File: config.mk
export PLATFORM = sky130hd
export DESIGN_NAME = cts_uart_tx
export DESIGN_NICKNAME = d
export VERILOG_FILES = /design/src/rtl/cts_uart_pkg.sv /design/src/rtl/cts_uart_sync.sv /design/src/rtl/cts_uart_tx_engine.sv /design/src/rtl/cts_uart_modem_status.sv /design/src/rtl/cts_uart_tx.sv
export SDC_FILE = /design/constraint.sdc
export NUM_CORES = 1
export LEC_CHECK = 0
export CORE_AREA = 2 2 62 64
export DETAILED_ROUTE_END_ITERATION = 8
export DIE_AREA = 0 0 64 66
export GPL_TIMING_DRIVEN = 0
export PLACE_DENSITY = 0.69
export SYNTH_ARGS = -nofsm -noshare
export SYNTH_HDL_FRONTEND = slang
export SYNTH_HIERARCHICAL = 1
export SYNTH_SLANG_ARGS = --single-unit
File: constraint.sdc
create_clock -name clk -period 1.4 [get_ports clk]
set_input_delay 0.35 -clock clk [delete_from_list [all_inputs] [get_ports clk]]
set_output_delay 0.35 -clock clk [all_outputs]
set_load 0.01 [all_outputs]
File: src/rtl/cts_uart_pkg.sv
package cts_uart_pkg;

    // Bit positions of the modem change flags
    localparam int MDM_CTS   = 0;
    localparam int MDM_DSR   = 1;
    localparam int MDM_RI    = 2;
    localparam int MDM_DCD   = 3;
    localparam int MDM_LINES = 4;

    typedef enum logic [1:0] {
        TX_IDLE  = 2'd0,
        TX_START = 2'd1,
        TX_DATA  = 2'd2,
        TX_STOP  = 2'd3
    } tx_state_e;

endpackage

File: src/rtl/cts_uart_sync.sv
module cts_uart_sync #(
    parameter int               WIDTH   = 4,
    parameter int               STAGES  = 2,
    parameter logic [WIDTH-1:0] RST_VAL = '1
) (
    input  logic             clk,
    input  logic             rst_n,
    input  logic [WIDTH-1:0] async_i,
    output logic [WIDTH-1:0] sync_o
);

    logic [STAGES-1:0][WIDTH-1:0] chain_d, chain_q;

    always_comb begin
        chain_d[0] = async_i;
        for (int i = 1; i < STAGES; i++) begin
            chain_d[i] = chain_q[i-1];
        end
    end

    always_ff @(posedge clk or negedge rst_n) begin
        if (!rst_n) begin
            chain_q <= {STAGES{RST_VAL}};
        end else begin
            chain_q <= chain_d;
        end
    end

    assign sync_o = chain_q[STAGES-1];

endmodule

File: src/rtl/cts_uart_tx_engine.sv
module cts_uart_tx_engine
    import cts_uart_pkg::*;
#(
    parameter int DATA_BITS = 8,
    parameter int BIT_TICKS = 16
) (
    input  logic                 clk,
    input  logic                 rst_n,
    input  logic                 baud_tick,
    input  logic [DATA_BITS-1:0] tx_data,
    input  logic                 tx_valid,
    output logic                 tx_ready,
    input  logic                 auto_cts_en,
    input  logic                 cts_sync_n,
    output logic                 txd
);

    localparam int TICK_W    = $clog2(BIT_TICKS);
    localparam int BIT_W     = (DATA_BITS > 1) ? $clog2(DATA_BITS) : 1;
    localparam int MID_TICK  = BIT_TICKS / 2 - 1;
    localparam int LAST_TICK = BIT_TICKS - 1;

    typedef struct packed {
        tx_state_e             state;
        logic [TICK_W-1:0]     tick;
        logic [BIT_W-1:0]      bitn;
        logic [DATA_BITS-1:0]  shreg;
        logic                  go;    // CTS verdict taken at stop midpoint
        logic                  win;   // post-frame window governed by go
        logic                  txd;
    } tx_regs_t;

    tx_regs_t rq, rd;
    logic     accept;
    logic     last_tick;

    assign tx_ready  = (rq.state == TX_IDLE) &&
                       (!auto_cts_en || (rq.win ? rq.go : !cts_sync_n));
    assign accept    = tx_valid && tx_ready;
    assign last_tick = baud_tick && (rq.tick == TICK_W'(LAST_TICK));

    always_comb begin
        rd = rq;
        if (baud_tick) begin
            rd.tick = last_tick ? '0 : rq.tick + 1'b1;
        end
        unique case (rq.state)
            TX_IDLE: begin
                if (accept) begin
                    rd.state = TX_START;
                    rd.tick  = '0;
                    rd.shreg = tx_data;
                    rd.win   = 1'b0;
                end else if (rq.win && last_tick) begin
                    rd.win = 1'b0;
                end
            end
            TX_START: begin
                if (last_tick) begin
                    rd.state = TX_DATA;
                    rd.bitn  = '0;
                end
            end
            TX_DATA: begin
                if (last_tick) begin
                    rd.shreg = rq.shreg >> 1;
                    if (rq.bitn == BIT_W'(DATA_BITS - 1)) begin
                        rd.state = TX_STOP;
                    end else begin
                        rd.bitn = rq.bitn + 1'b1;
                    end
                end
            end
            TX_STOP: begin
                if (baud_tick && (rq.tick == TICK_W'(MID_TICK))) begin
                    rd.go = !cts_sync_n;
                end
                if (last_tick) begin
                    rd.state = TX_IDLE;
                    rd.win   = auto_cts_en;
                end
            end
            default: rd.state = TX_IDLE;
        endcase
        unique case (rd.state)
            TX_START: rd.txd = 1'b0;
            TX_DATA:  rd.txd = rd.shreg[0];
            default:  rd.txd = 1'b1;
        endcase
    end

    always_ff @(posedge clk or negedge rst_n) begin
        if (!rst_n) begin
            rq.state <= TX_IDLE;
            rq.tick  <= '0;
            rq.bitn  <= '0;
            rq.shreg <= '0;
            rq.go    <= 1'b0;
            rq.win   <= 1'b0;
            rq.txd   <= 1'b1;
        end else begin
            rq <= rd;
        end
    end

    assign txd = rq.txd;


    start_bit_chk: assert property (@(posedge clk) disable iff (!rst_n)
        (tx_valid && tx_ready) |=> !txd);


    txd_hold_chk: assert property (@(posedge clk) disable iff (!rst_n)
        (!baud_tick && !(tx_valid && tx_ready)) |=> $stable(txd));


    no_start_cts_high_chk: assert property (@(posedge clk) disable iff (!rst_n)
        (auto_cts_en && cts_sync_n && rq.state == TX_IDLE && !rq.win) |=> txd);

endmodule

File: src/rtl/cts_uart_modem_status.sv
module cts_uart_modem_status
    import cts_uart_pkg::*;
#(
    parameter int SYNC_STAGES = 2
) (
    input  logic                 clk,
    input  logic                 rst_n,
    input  logic                 cts_n,
    input  logic                 dsr_n,
    input  logic                 ri_n,
    input  logic                 dcd_n,
    input  logic                 status_rd,
    input  logic                 auto_cts_en,
    input  logic                 modem_irq_en,
    input  logic                 cts_irq_en,
    output logic                 cts_sync_n,
    output logic [MDM_LINES-1:0] modem_delta,
    output logic                 modem_irq
);

    typedef struct packed {
        logic [MDM_LINES-1:0] prev;
        logic [MDM_LINES-1:0] delta;
    } mdm_regs_t;

    mdm_regs_t            mq, md;
    logic [MDM_LINES-1:0] raw_vec, sync_vec, chg, ev, irq_mask;

    always_comb begin
        raw_vec          = '1;
        raw_vec[MDM_CTS] = cts_n;
        raw_vec[MDM_DSR] = dsr_n;
        raw_vec[MDM_RI]  = ri_n;
        raw_vec[MDM_DCD] = dcd_n;
    end

    cts_uart_sync #(
        .WIDTH   (MDM_LINES),
        .STAGES  (SYNC_STAGES),
        .RST_VAL ({MDM_LINES{1'b1}})
    ) line_sync_i (
        .clk     (clk),
        .rst_n   (rst_n),
        .async_i (raw_vec),
        .sync_o  (sync_vec)
    );

    always_comb begin
        chg         = sync_vec ^ mq.prev;
        ev          = chg;
        ev[MDM_RI]  = chg[MDM_RI] & sync_vec[MDM_RI];
        md.prev     = sync_vec;
        md.delta    = (status_rd ? '0 : mq.delta) | ev;

        irq_mask          = '1;
        irq_mask[MDM_CTS] = !auto_cts_en || cts_irq_en;
    end

    always_ff @(posedge clk or negedge rst_n) begin
        if (!rst_n) begin
            mq.prev  <= '1;
            mq.delta <= '0;
        end else begin
            mq <= md;
        end
    end

    assign cts_sync_n  = sync_vec[MDM_CTS];
    assign modem_delta = mq.delta;
    assign modem_irq   = modem_irq_en && |(mq.delta & irq_mask);


    delta_hold_chk: assert property (@(posedge clk) disable iff (!rst_n)
        !status_rd |=> ((modem_delta & $past(modem_delta)) == $past(modem_delta)));


    cts_delta_chk: assert property (@(posedge clk) disable iff (!rst_n)
        (cts_sync_n != $past(cts_sync_n)) |=> modem_delta[MDM_CTS]);


    irq_master_off_chk: assert property (@(posedge clk) disable iff (!rst_n)
        !modem_irq_en |-> !modem_irq);


    cts_masked_irq_chk: assert property (@(posedge clk) disable iff (!rst_n)
        (auto_cts_en && !cts_irq_en && !modem_delta[MDM_DSR] &&
         !modem_delta[MDM_RI] && !modem_delta[MDM_DCD]) |-> !modem_irq);

endmodule

File: src/rtl/cts_uart_tx.sv
module cts_uart_tx
    import cts_uart_pkg::*;
#(
    parameter int DATA_BITS   = 8,
    parameter int BIT_TICKS   = 16,
    parameter int SYNC_STAGES = 2
) (
    input  logic                 clk,
    input  logic                 rst_n,
    input  logic                 baud_tick,
    input  logic [DATA_BITS-1:0] tx_data,
    input  logic                 tx_valid,
    output logic                 tx_ready,
    input  logic                 cts_n,
    input  logic                 dsr_n,
    input  logic                 ri_n,
    input  logic                 dcd_n,
    input  logic                 auto_cts_en,
    input  logic                 modem_irq_en,
    input  logic                 cts_irq_en,
    input  logic                 status_rd,
    output logic                 txd,
    output logic [MDM_LINES-1:0] modem_delta,
    output logic                 modem_irq
);

    logic cts_sync_n;

    cts_uart_modem_status #(
        .SYNC_STAGES (SYNC_STAGES)
    ) mdm_i (
        .clk          (clk),
        .rst_n        (rst_n),
        .cts_n        (cts_n),
        .dsr_n        (dsr_n),
        .ri_n         (ri_n),
        .dcd_n        (dcd_n),
        .status_rd    (status_rd),
        .auto_cts_en  (auto_cts_en),
        .modem_irq_en (modem_irq_en),
        .cts_irq_en   (cts_irq_en),
        .cts_sync_n   (cts_sync_n),
        .modem_delta  (modem_delta),
        .modem_irq    (modem_irq)
    );

    cts_uart_tx_engine #(
        .DATA_BITS (DATA_BITS),
        .BIT_TICKS (BIT_TICKS)
    ) tx_i (
        .clk         (clk),
        .rst_n       (rst_n),
        .baud_tick   (baud_tick),
        .tx_data     (tx_data),
        .tx_valid    (tx_valid),
        .tx_ready    (tx_ready),
        .auto_cts_en (auto_cts_en),
        .cts_sync_n  (cts_sync_n),
        .txd         (txd)
    );

endmodule

# Yosys cells after proc, flatten, opt, wreduce, memory -nomap -nowiden
# Index checks and enable logic that the tools add are counted.
# Widths: inputs -> output; s select.
# word_totals
regBits	36
in_bits	20
output_inout_bits	7
elab_cells	73
# classes
n_addsub	2
eq_ne	14
muxes	22
n_bitwise	4
reduce_logical	19
# op_table
cell	count
$mux 4	4
$pmux 8 s2	1
$mux 11	1
$mux 2	4
$mux 8	1
$ne 2x1->1 const B	4
$pmux 2 s4	1
$eq 2x2->1 const B	3
$logic_and 1x1->1	6
$mux 3	2
$mux 6	1
$pmux 3 s2	1
$reduce_and 3->1	2
$reduce_bool 2->1	3
$add 4x1->4 const B	1
$and 4x4->4	1
$eq 2x1->1 const B	2
$eq 4x3->1 const B	1
$eq 4x4->1 const B	1
$mux 1	4
$or 4x4->4	1
$pmux 1 s2	2
$reduce_and 4->1	1
$reduce_or 4->1	1
other kinds (10)	12

# Logic depth before layout (Yosys ltp)
# Gate-level depths: netlist of the first run.
# logic_depth
depth_word	9
mapped_depth	7
ltp_nobuf	5

# By module
# The synthesis of the first run kept the hierarchy.
# by_module_without_submodules
mod	instances	cells_per_inst	area_each_um2	seq_area_each_um2
cts_uart_tx_engine	1	101	1062.3	501.7
cts_uart_modem_status	1	27	321.6	205.2
cts_uart_sync	1	8	210.2	210.2

# Worst setup path after synthesis of the first run
# No wires, ideal clock.
# synth_path
path_kind	reg2reg
start	register mdm_i.line_sync_i.chain_q (netlist bit mdm_i/line_sync_i/sync_o[0])
end	register tx_i/rq[18] in the netlist's numbering
setup_time_ps	126
arrival_time_ps	1417
required_ps	1274
slack_ps	-143
stages_incl_launch_ff	6
synth_period_minus_slack_ps	1543
path_cell_list	dfstp_2 > nor2_1 > o311a_1 > buf_6 > buf_6 > a221o_1
# synth_lines
item	line	text
start, declared	cts_uart_sync.sv:12	logic [STAGES-1:0][WIDTH-1:0] chain_d, chain_q;
start signal, assigned	cts_uart_sync.sv:23	chain_q <= {STAGES{RST_VAL}};
start signal, assigned	cts_uart_sync.sv:25	chain_q <= chain_d;
end signal, assigned	cts_uart_tx_engine.sv:102	rq <= rd;
end, declared	cts_uart_tx_engine.sv:33	tx_regs_t rq, rd;

# Final worst setup path of the first run
# layout_path
start	register mdm_i.line_sync_i.chain_q (netlist bit mdm_i/line_sync_i/sync_o[0])
end	output port tx_ready
# layout_via
elab_chain_len	4
# layout_lines
item	line	text
$logic_not 1->1	cts_uart_tx_engine.sv:38	(!auto_cts_en || (rq.win ? rq.go : !cts_sync_n));
$mux 1	cts_uart_tx_engine.sv:38	
$logic_or 1x1->1	cts_uart_tx_engine.sv:38	
$logic_and 1x1->1	cts_uart_tx_engine.sv:37	assign tx_ready = (rq.state == TX_IDLE) &&
end, declared	cts_uart_tx.sv:13	output logic tx_ready,
# Every way passes these cells.

==> summary.txt, run 1 <==
Setup path
  – CP Data Required Time: 1.05 ns
  – Worst R2R Start: tx_i/rq[1]
  – Cells along the critical path: nor2_2, o31a_1, buf_2
  – Worst Setup EP: tx_ready
  – Delay-heaviest family, CP: flip-flops
  – FF-to-FF path depth: 5
  – Largest stage delay on the critical path: about 0.56 ns
  – Worst path slowest cell: dfstp_2
  – Critical Path Fanout Max: 2
  – Critical Path Start: mdm_i/line_sync_i/sync_o[0]
  – Setup crit end kind: output pin
  – CP bufs+invs: 1
  – Setup crit start kind: register
  – Critical Path Stages: 3
  – CP arrival: 1.30 ns
  – Reg2reg setup slack: -0.19 ns
  – Kind of critical path: register to output pin
  – Reg2Reg Capture Point: tx_i/rq[18]

Global routing
  – First-pass GRT wire length: 5750 um
  – Initial antenna violation count: 0
  – Largest net degree at the start of global routing: 37
  – GRT overflow: 0
  – Tot GR Track Use: 18.2%
  – Number of global-route vias before repair: 1235

CTS
  – CTS Buffer Depth: 2
  – CTS root buf: clkbuf_4
  – Clk Latency, worst-skew pair: about 0.33 ns
  – Num Clock Sinks: 36
  – CTS Buf Count: 5
  – CTS tree: yes
  – H-tree Lvls: 2
  – Post-CTS Hold Fix Bufs: 0
  – Reg clk slew, reported paths: 0.10 ns

Pwr
  – Pwr Density: ~1500 mW/mm2
  – Leak Pwr: a little under 1 nW
  – Worst vdd ir: a little under 0.9 mV

Yosys
  – Cells after Synth: 136
  – Ys async rst share: 100%
  – Synth top area cells: dfrtp_1 (36%), dfstp_2 (21%), a22o_1 (6.6%), a21o_1 (3.3%), mux2i_1 (2.5%)
  – #FFs+latches synth: 36
  – Post-synth EDFFs: 0
  – Yosys top cell by area: dfrtp_1
  – Synth Area in XOR/XNOR: 2.75%
  – Synth cell types: 37
  – Synth warn: 6
  – Syn Nets: 159
  – Seq/Total Area, Yosys: 57.5%
  – Synth top area share: 36.1%
  – Synth Area in Adders: under 10%
  – Mean Syn Cell Area: 11.7 um2
  – Top FF cell, synth: dfrtp_1
  – Simple-gate area share of the yosys netlist: under 10%
  – Post-synthesis mux area share: 3.22%
  – Compound-Gate Fraction of Synth Area: 18.3%
  – Mapped Area: 0.00159 mm2
  – Largest family of logic cells by synthesized area: compound AO/OA/AOI/OAI gates

Layout
  – Ant diodes: 0
  – Final instance area: 0.00218 mm2
  – Final core utilization: 61.3%
  – Synthesis-to-finish area growth: 36.7%
  – Fill cells: 293
  – Share of cells above drive strength 1: between 30% and 40%
  – Layout Nets: 204

Status
  – Failing checks: negative setup slack
  – Status: finished with violations

Detailed routing
  – Vias: 1226
  – DRC: 0
  – Initial DRC count: 53
  – Routed wire length: approximately 3500 um
  – Detail Route Antenna Nets: 0
  – Vias per Instance: 5.33
  – DRT Pass-1 Iters: 5
  – Drt wl/cell: 15.1 um

Placed design
  – Post-Place Setup Slack: -0.680 ns
  – Placed instance area: about 0.0019 mm2
  – Gpl congestion: 0.807
  – HPWL after DPL: between 2000 and 2500 um
  – IO buf count: 25

Floorplanning
  – Die span in x: approximately 64 um
  – IO Count: 27
  – Row count: 22
  – Initial core utilization: 44.9%
  – Core area: about 0.0036 mm2
  – Die area: approximately 0.0042 mm2
  – Die Height: ~66 um

STA
  – Final Critical Period: approximately 1.6 ns
  – Pin slew with the least headroom to its limit: 0.775 ns
  – Max_slew headroom: around 48%
  – Fmax: slightly above 600 MHz
  – Tcrit/Tclk final: 118%
  – Final WS setup: -0.247 ns
  – RSZ-0062 raised after global routing: true
  – Max-slew violation count: 0
  – Final number of hold-violating endpoints: 0
  – Count of final setup violators: 18
  – Max Clock Skew: 0.00557 ns

Hold path
  – HP Class: primary input to asynchronous set/reset pin

Run
  – MaxCap Viol Count: 0
[layout by cell type, fill, tap and decap left out, drive strengths merged, types with 9 or more instances in the layout]
master / count
clkbuf: 9
dfstp: 13
o21ai: 9
buf: 29
inv: 9
dfrtp: 23
clkdlybuf4s50: 15
nor2: 10
a22o: 12
[cell type report]
class / count / area (um2) / area share, %
Tap cell: 48 / 60.1 / 2.76
Inverter: 9 / 33.8 / 1.55
Clock inverter: 2 / 35.0 / 1.61
Buffer: 7 / 60.1 / 2.76
Timing Repair Buffer: 42 / 377 / 17.3
Multi-Input combinational cell: 80 / 653 / 30.0
Sequential cell: 36 / 918 / 42.2
Clock buffer: 6 / 41.3 / 1.90
[per-stage QoR]
step	std cells	hold slack (ns)	TNS (ns)	total power [W]
3_3_place_gp	209	0.346	-30.26	0.00234
6_report	230	0.0815	-2.09	0.00331
4_1_cts	231	0.0952	-2.11	0.00330
5_1_grt	230	0.122	-3.09	0.00353
3_5_place_dp	209	0.347	-8.84	0.00240
2_1_floorplan	136	0.0544	-0.573	0.00210
[state kept, by name (all words and copies together), names as in the netlist]
register	cells
tx_i/rq	19
mdm_i/line_sync_i/chain_d	4
mdm_i/line_sync_i/sync_o	4
mdm_i/modem_delta	4
mdm_i/mq	4
tx_i/txd	1
[power by group]
group | switching [W] | leakage (nW) | total [W] | internal (W)
clock network | 0.000334 | 0.0422 | 0.000708 | 0.000374
logic | 0.000486 | 0.537 | 0.00108 | 0.000590
registers | 0.000222 | 0.413 | 0.00153 | 0.00131
[repair_timing]
item / 4_1_cts / 5_1_grt
setup endpoints to repair: 25 / 23
pin swaps: 16 / 5
cloned: 1 / 0
buffers inserted: 17 / 2
resized for setup: 57 / 13
[per-layer routing]
layer	up-vias	share of wire (%)	GRT usage (%)
met5	-	0	0
met4	0	2.4	7.61
met3	11	5.5	4.94
met2	49	52	32.3
met1	595	40	20.8
li1	571	-	-
[synthesized netlist by cell type (2+ instances only)]
library cell / number
buf_6: 2
clkbuf_1: 3
nor3_1: 2
dfstp_2: 13
a21o_1: 7
clkbuf_2: 2
o21ai_0: 8
buf_4: 4
mux2i_1: 4
ha_1: 3
dfrtp_1: 23
a21oi_1: 4
inv_1: 9
nor2_1: 8
nand2_1: 7
xnor2_1: 4
o22ai_1: 2
a22o_1: 12
[logic make-up after synthesis]
group	after synthesis
AO/OA/AOI/OAI	40
XOR/XNOR	5
adder cells (fa/ha/maj)	3
buffers and inverters	20
flip-flops	36
multiplexers	5
AND/OR/NAND/NOR	27
[worst min path at each step]
stage                     slack (ns)                     endpoint                    startpoint
after global routing            0.12         mdm_i/modem_delta[3]                         rst_n
after floorplan                 0.05         mdm_i/modem_delta[0]                         rst_n
after global placement          0.35  mdm_i/line_sync_i/sync_o[3]  mdm_i/line_sync_i/chain_d[7]
after CTS                        0.1         mdm_i/modem_delta[2]                         rst_n
final                           0.08         mdm_i/modem_delta[0]                         rst_n
after detailed placement        0.35  mdm_i/line_sync_i/sync_o[0]  mdm_i/line_sync_i/chain_d[4]
Note: power is estimated with default switching activity, not from simulation.
==> run 2, diff against run 1 <==
==> constraint.sdc (replaced) <==
create_clock -name clk -period 1.3 [get_ports clk]
set_input_delay 0.325 -clock clk [delete_from_list [all_inputs] [get_ports clk]]
set_output_delay 0.325 -clock clk [all_outputs]
set_load 0.01 [all_outputs]
==> run 2 against run 1 <==
Against the previous run: the flow still finishes with violations (negative setup slack); die area unchanged; critical path depth is the same; sequential share of layout area down 1.5 points; critical endpoint unchanged; largest cell class unchanged; largest power group unchanged.
==> summary.txt, run 2 (same netlist as run 1, synthesis figures left out) <==
Floorplanning
  – Die Height: 66 um
  – Die span in x: 64 um
  – Die area: ~0.0042 mm2
  – IO Count: 27
  – Row count: 22
  – Initial core utilization: 44.9%
  – Core area: 0.00355 mm2

Pwr
  – Seq pwr share: 45.4%
  – Clock network power share: a little over a fifth
  – Switch Pwr: ~0.0011 W
  – Sw Share: a little under a third
  – Worst vdd ir: 0.877 mV
  – Combinational share of power: 33.6%
  – Internal Power: 0.00249 W
  – Pwr Density: 1600 mW/mm2
  – Leak Pwr: slightly above 1 nW

Layout
  – Ant diodes: 0
  – Fill cells: 283
  – Layout Nets: 208
  – Area of the multi-input gates: 686 um2
  – Share of cells above drive strength 1: 43.0%
  – Most frequent cells in the layout: dfrtp_1 (21), clkdlybuf4s50_1 (16), buf_4 (15), buf_6 (13), dfstp_2 (13)
  – Synthesis-to-finish area growth: 42.0%
  – Layout Cells excl Fill: roughly 230
  – Largest Register: tx_i/rq
  – Sequential Area: 920 um2
  – Most common library cell in the layout ignoring fill and taps: dfrtp_1
  – Max reg flops: 19

Status
  – Failing checks: negative setup slack
  – Status: finished with violations

CTS
  – H-tree Lvls: 2
  – CTS Buffer Depth: 2
  – Num Clock Sinks: 36
  – Reg clk slew, reported paths: ~0.11 ns
  – CTS tree: yes
  – CTS root buf: clkbuf_4
  – Post-CTS Hold Fix Bufs: 0
  – CTS Buf Count: 5
  – Clk Latency, worst-skew pair: roughly 0.34 ns

Setup path
  – CP Data Required Time: 0.98 ns
  – Critical Path Fanout Max: 2
  – Critical Path Start: mdm_i/line_sync_i/sync_o[0]
  – Setup crit end kind: output pin
  – Kind of critical path: register to output pin
  – Worst R2R Start: tx_i/rq[1]
  – CP arrival: 1.35 ns
  – Setup crit start kind: register

Run
  – MaxCap Viol Count: 0

Placed design
  – Gpl congestion: 0.764
  – HPWL after DPL: ~2100 um
  – IO buf count: 25
  – Placed Cells: 209

Global routing
  – Initial antenna violation count: 0
  – Largest net degree at the start of global routing: 37
  – GRT overflow: 0
  – Number of global-route vias before repair: 1206
  – First-pass GRT wire length: around 5700 um
  – Tot GR Track Use: 17.6%

STA
  – Max-slew violation count: 0
  – Final WS setup: -0.371 ns
  – Final number of hold-violating endpoints: 0
  – Tcrit/Tclk final: 129%
  – Count of final setup violators: 24
  – Final Critical Period: 1.67 ns
  – Hold_ws: 0.0465 ns
  – Fmax: approximately 600 MHz
  – Pin slew with the least headroom to its limit: between 0.7 and 0.8 ns
  – Max Clock Skew: around 0.015 ns
  – Max_slew headroom: between 40% and 50%
  – RSZ-0062 raised after global routing: true

Detailed routing
  – DRT Pass-1 Iters: 4
  – Detail Route Antenna Nets: 0
  – Drt wl/cell: 14.2 um
  – Routed wire length: between 3000 and 4000 um
  – Initial DRC count: 40
  – Vias: approximately 1200
  – DRC: 0
  – Vias per Instance: roughly 5.1

Hold path
  – HP Class: primary input to asynchronous set/reset pin
-- run 2: changes by cell type in the layout (fill, tap and decap cells not counted), sizes merged --
cell / before / now
clkdlybuf4s50: 15 / 16
dlygate4sd2: 2 / 1
buf: 29 / 34
clkbuf: 9 / 8
-- run 2: critical path, stage by stage, from the launching register on --
cell and delay [ns]:
dfstp_2 0.56, nor2_2 0.04, o31a_1 0.27, buf_2 0.14
-- run 2: area by class of cell --
cell class / instances / area share, %
Buffer: 8 / 3.48
Clock buffer: 6 / 1.82
Clock inverter: 2 / 1.55
Inverter: 9 / 1.49
Multi-Input combinational cell: 80 / 30.3
Sequential cell: 36 / 40.6
Tap cell: 48 / 2.65
Timing Repair Buffer: 45 / 18.1
-- run 2: layer usage --
metal / routed length, um / global-route usage [%] / up-vias
met5: 0 / 0 / -
li1: - / - / 579
met4: 33 / 4.62 / 0
met3: 101 / 5.79 / 4
met1: 1390 / 21.3 / 598
met2: 1810 / 30.1 / 16
-- run 2: timing repair --
item,in CTS,in global routing
gates cloned,0,0
buffers inserted,14,6
resized for setup,51,19
setup endpoints to repair,27,27
pin swaps,9,7
-- run 2: path summary, 6_finish.rpt --
kind,end,slack (ns),cells after the start
worst max-delay path,tx_ready,-0.37,3
worst min-delay path,mdm_i/modem_delta[1],0.05,1
worst max register to register,tx_i/rq[18],-0.31,5
worst min register to register,mdm_i/mq[6],0.36,0
max in group asynchronous,tx_i/rq[1],0.69,1
min in group clk,mdm_i/mq[6],0.36,0
-- run 2: per-stage QoR --
stage,area (um2),TNS (ns),setup slack [ns],utilization (%),total power (W)
2_1_floorplan,1640,-1.66,-0.196,-,0.00229
3_3_place_gp,1950,-34.91,-0.800,54.8,0.00255
3_5_place_dp,1940,-10.96,-0.764,54.7,0.00261
4_1_cts,2160,-3.57,-0.355,60.7,0.00352
5_1_grt,2260,-5.83,-0.425,63.7,0.00388
6_report,2260,-4.38,-0.371,63.7,0.00363
-- run 2: power by group through the flow --
stage / combinational (W) / clock (W) / sequential (W)
floorplan: 0.000697 / 0 / 0.00159
finish: 0.00122 / 0.000763 / 0.00165
global route: 0.00134 / 0.000848 / 0.00169
global placement: 0.000941 / 0 / 0.00161
detailed placement: 0.000985 / 0 / 0.00163
CTS: 0.00111 / 0.000786 / 0.00163
==> run 3, diff against run 2 <==
--- a/config.mk
+++ b/config.mk
@@ -5,11 +5,11 @@
 export SDC_FILE = /design/constraint.sdc
 export NUM_CORES = 1
 export LEC_CHECK = 0
-export CORE_AREA = 2 2 62 64
+export CORE_AREA = 2 2 73 54
 export DETAILED_ROUTE_END_ITERATION = 8
-export DIE_AREA = 0 0 64 66
+export DIE_AREA = 0 0 75 56
 export GPL_TIMING_DRIVEN = 0
-export PLACE_DENSITY = 0.69
+export PLACE_DENSITY = 0.7
 export SYNTH_ARGS = -nofsm -noshare
 export SYNTH_HDL_FRONTEND = slang
 export SYNTH_HIERARCHICAL = 1
==> run 3 against run 2 <==
Against the previous run: the run still ends with negative setup slack left; clock skew shrank 0.0096 ns; critical path depth up 2; non-clock buffer count increased by 1; sequential power about the same; die area shrank 0.57%; design area up 1.2%; fmax up 3.4%; largest cell class unchanged; largest power group unchanged; highest routed layer unchanged.
==> summary.txt, run 3 (same netlist as run 1, synthesis figures left out) <==
Status
  – Status: finished with violations
  – Failing checks: negative setup slack

Global routing
  – GRT overflow: 0
  – Largest net degree at the start of global routing: 37
  – Met3 Use GR: 5.07%
  – Initial antenna violation count: 0
  – GR Util met1: 23.8%
  – Met2 GRT Util: 29.7%
  – Global route hottest layer: met2
  – First-pass GRT wire length: 5830 um
  – Tot GR Track Use: 18.7%
  – Number of global-route vias before repair: 1270

Placed design
  – Placed Cells: 211
  – HPWL after DPL: ~2300 um
  – IO buf count: 25
  – Gpl congestion: 0.800
  – Placed instance area: 0.00194 mm2

STA
  – Pin slew with the least headroom to its limit: 0.766 ns
  – Count of final setup violators: 21
  – Tcrit/Tclk final: 124%
  – Final number of hold-violating endpoints: 0
  – Fmax: 619 MHz
  – RSZ-0062 raised after global routing: true
  – Max_slew headroom: between 40% and 50%
  – Final Critical Period: 1.62 ns
  – Max-slew violation count: 0
  – Max Clock Skew: 0.00513 ns
  – Final WS setup: -0.316 ns

Detailed routing
  – Routed wire length: 3600 um
  – Initial DRC count: 73
  – Vias per Instance: 5.09
  – Detail Route Antenna Nets: 0
  – DRC: 0
  – Drt wl/cell: around 15 um
  – Vias: 1211
  – DRT Pass-1 Iters: 4

CTS
  – Num Clock Sinks: 36
  – Reg clk slew, reported paths: 0.08 ns
  – Clk Latency, worst-skew pair: 0.29 ns
  – H-tree Lvls: 2
  – CTS root buf: clkbuf_8
  – Post-CTS Hold Fix Bufs: 0
  – CTS Buffer Depth: 2
  – CTS Buf Count: 5
  – CTS tree: yes

Layout
  – Most frequent cells in the layout: dfrtp_1 (21), clkdlybuf4s50_1 (15), buf_4 (15), buf_6 (14), dfstp_2 (13)
  – Final core utilization: 66.4%
  – Layout Cells excl Fill: 238
  – Largest Register: tx_i/rq
  – Area of the multi-input gates: 681 um2
  – Most common library cell in the layout ignoring fill and taps: dfrtp_1
  – Max reg flops: 19
  – Share of cells above drive strength 1: 44.7%
  – Final instance area: ~0.0023 mm2
  – Layout Nets: 210
  – Synthesis-to-finish area growth: 43.6%
  – Fill cells: 254
  – Ant diodes: 0
  – Sequential Area: 920 um2

Setup path
  – Kind of critical path: register to register
  – Largest stage delay on the critical path: 0.43 ns
  – CP Data Required Time: 1.47 ns
  – CP arrival: 1.79 ns
  – CP bufs+invs: 2
  – Setup crit start kind: register
  – Cells along the critical path: and2_4, o311a_1, buf_6, buf_6, a221o_1
  – Delay-heaviest family, CP: compound AO/OA/AOI/OAI gates
  – Critical Path Fanout Max: 7
  – Setup crit end kind: register
  – Most common cell on crit path: buf_6
  – Worst path slowest cell: dfrtp_1

Pwr
  – Worst vdd ir: 1.09 mV
  – Total power draw: 0.00379 W
  – Leak Pwr: 1.04 nW
  – Pwr Density: 1660 mW/mm2

Floorplanning
  – Die area: 0.00420 mm2
  – Core area: 0.00345 mm2
  – Initial core utilization: a little under half
  – Row count: 18
  – Die span in x: 75 um
  – Die Height: about 56 um
  – IO Count: 27

Run
  – MaxCap Viol Count: 0

Hold path
  – HP Class: primary input to asynchronous set/reset pin
[run 3: metrics by stage]
step                      setup TNS (ns)  setup slack, ns  hold WS, ns
after floorplan                    -1.66           -0.196       0.0294
after global routing               -5.29           -0.336        0.157
after detailed placement          -10.74           -0.775        0.347
final                              -4.61           -0.316        0.104
after CTS                          -4.45           -0.307        0.124
after global placement            -34.95           -0.806        0.345
[run 3: what timing repair did]
| action | in CTS | in global routing |
|---|---|---|
| endpoints found under the setup margin | 27 | 23 |
| resized for setup | 57 | 13 |
| hold endpoints to repair | 0 | 0 |
| pin swaps | 19 | 6 |
| buffers inserted | 16 | 8 |
| cloned | 2 | 0 |
[run 3: final timing paths]
check	slack (ns)	endpoint	depth (start not counted)	from
setup / recovery	-0.32	tx_i/rq[18]	5	tx_i/rq[1]
hold / removal	0.10	mdm_i/modem_delta[1]	1	rst_n
setup reg to reg	-0.32	tx_i/rq[18]	5	tx_i/rq[1]
hold reg to reg	0.36	mdm_i/line_sync_i/sync_o[0]	0	mdm_i/line_sync_i/chain_d[4]
max in group asynchronous	0.66	tx_i/rq[18]	1	rst_n
min in group clk	0.36	mdm_i/line_sync_i/sync_o[0]	0	mdm_i/line_sync_i/chain_d[4]
[run 3: power breakdown]
part | switching (W) | internal, W
clock | 0.000411 | 0.000491
sequential | 0.000237 | 0.00141
combinational | 0.000560 | 0.000681
[run 3: layout make-up]
| cell class | instances | area share [%] |
|---|---|---|
| Buffer | 6 | 2.30 |
| Multi-Input combinational cell | 81 | 29.7 |
| Inverter | 9 | 1.48 |
| Sequential cell | 36 | 40.2 |
| Tap cell | 50 | 2.73 |
| Clock buffer | 6 | 4.10 |
| Clock inverter | 2 | 0.492 |
| Timing Repair Buffer | 48 | 19.0 |
[run 3: routing by layer]
metal,share of wire [%],up-vias
met5,0,-
met4,1.3,0
met3,2.8,6
met2,52,18
met1,44,607
li1,-,580
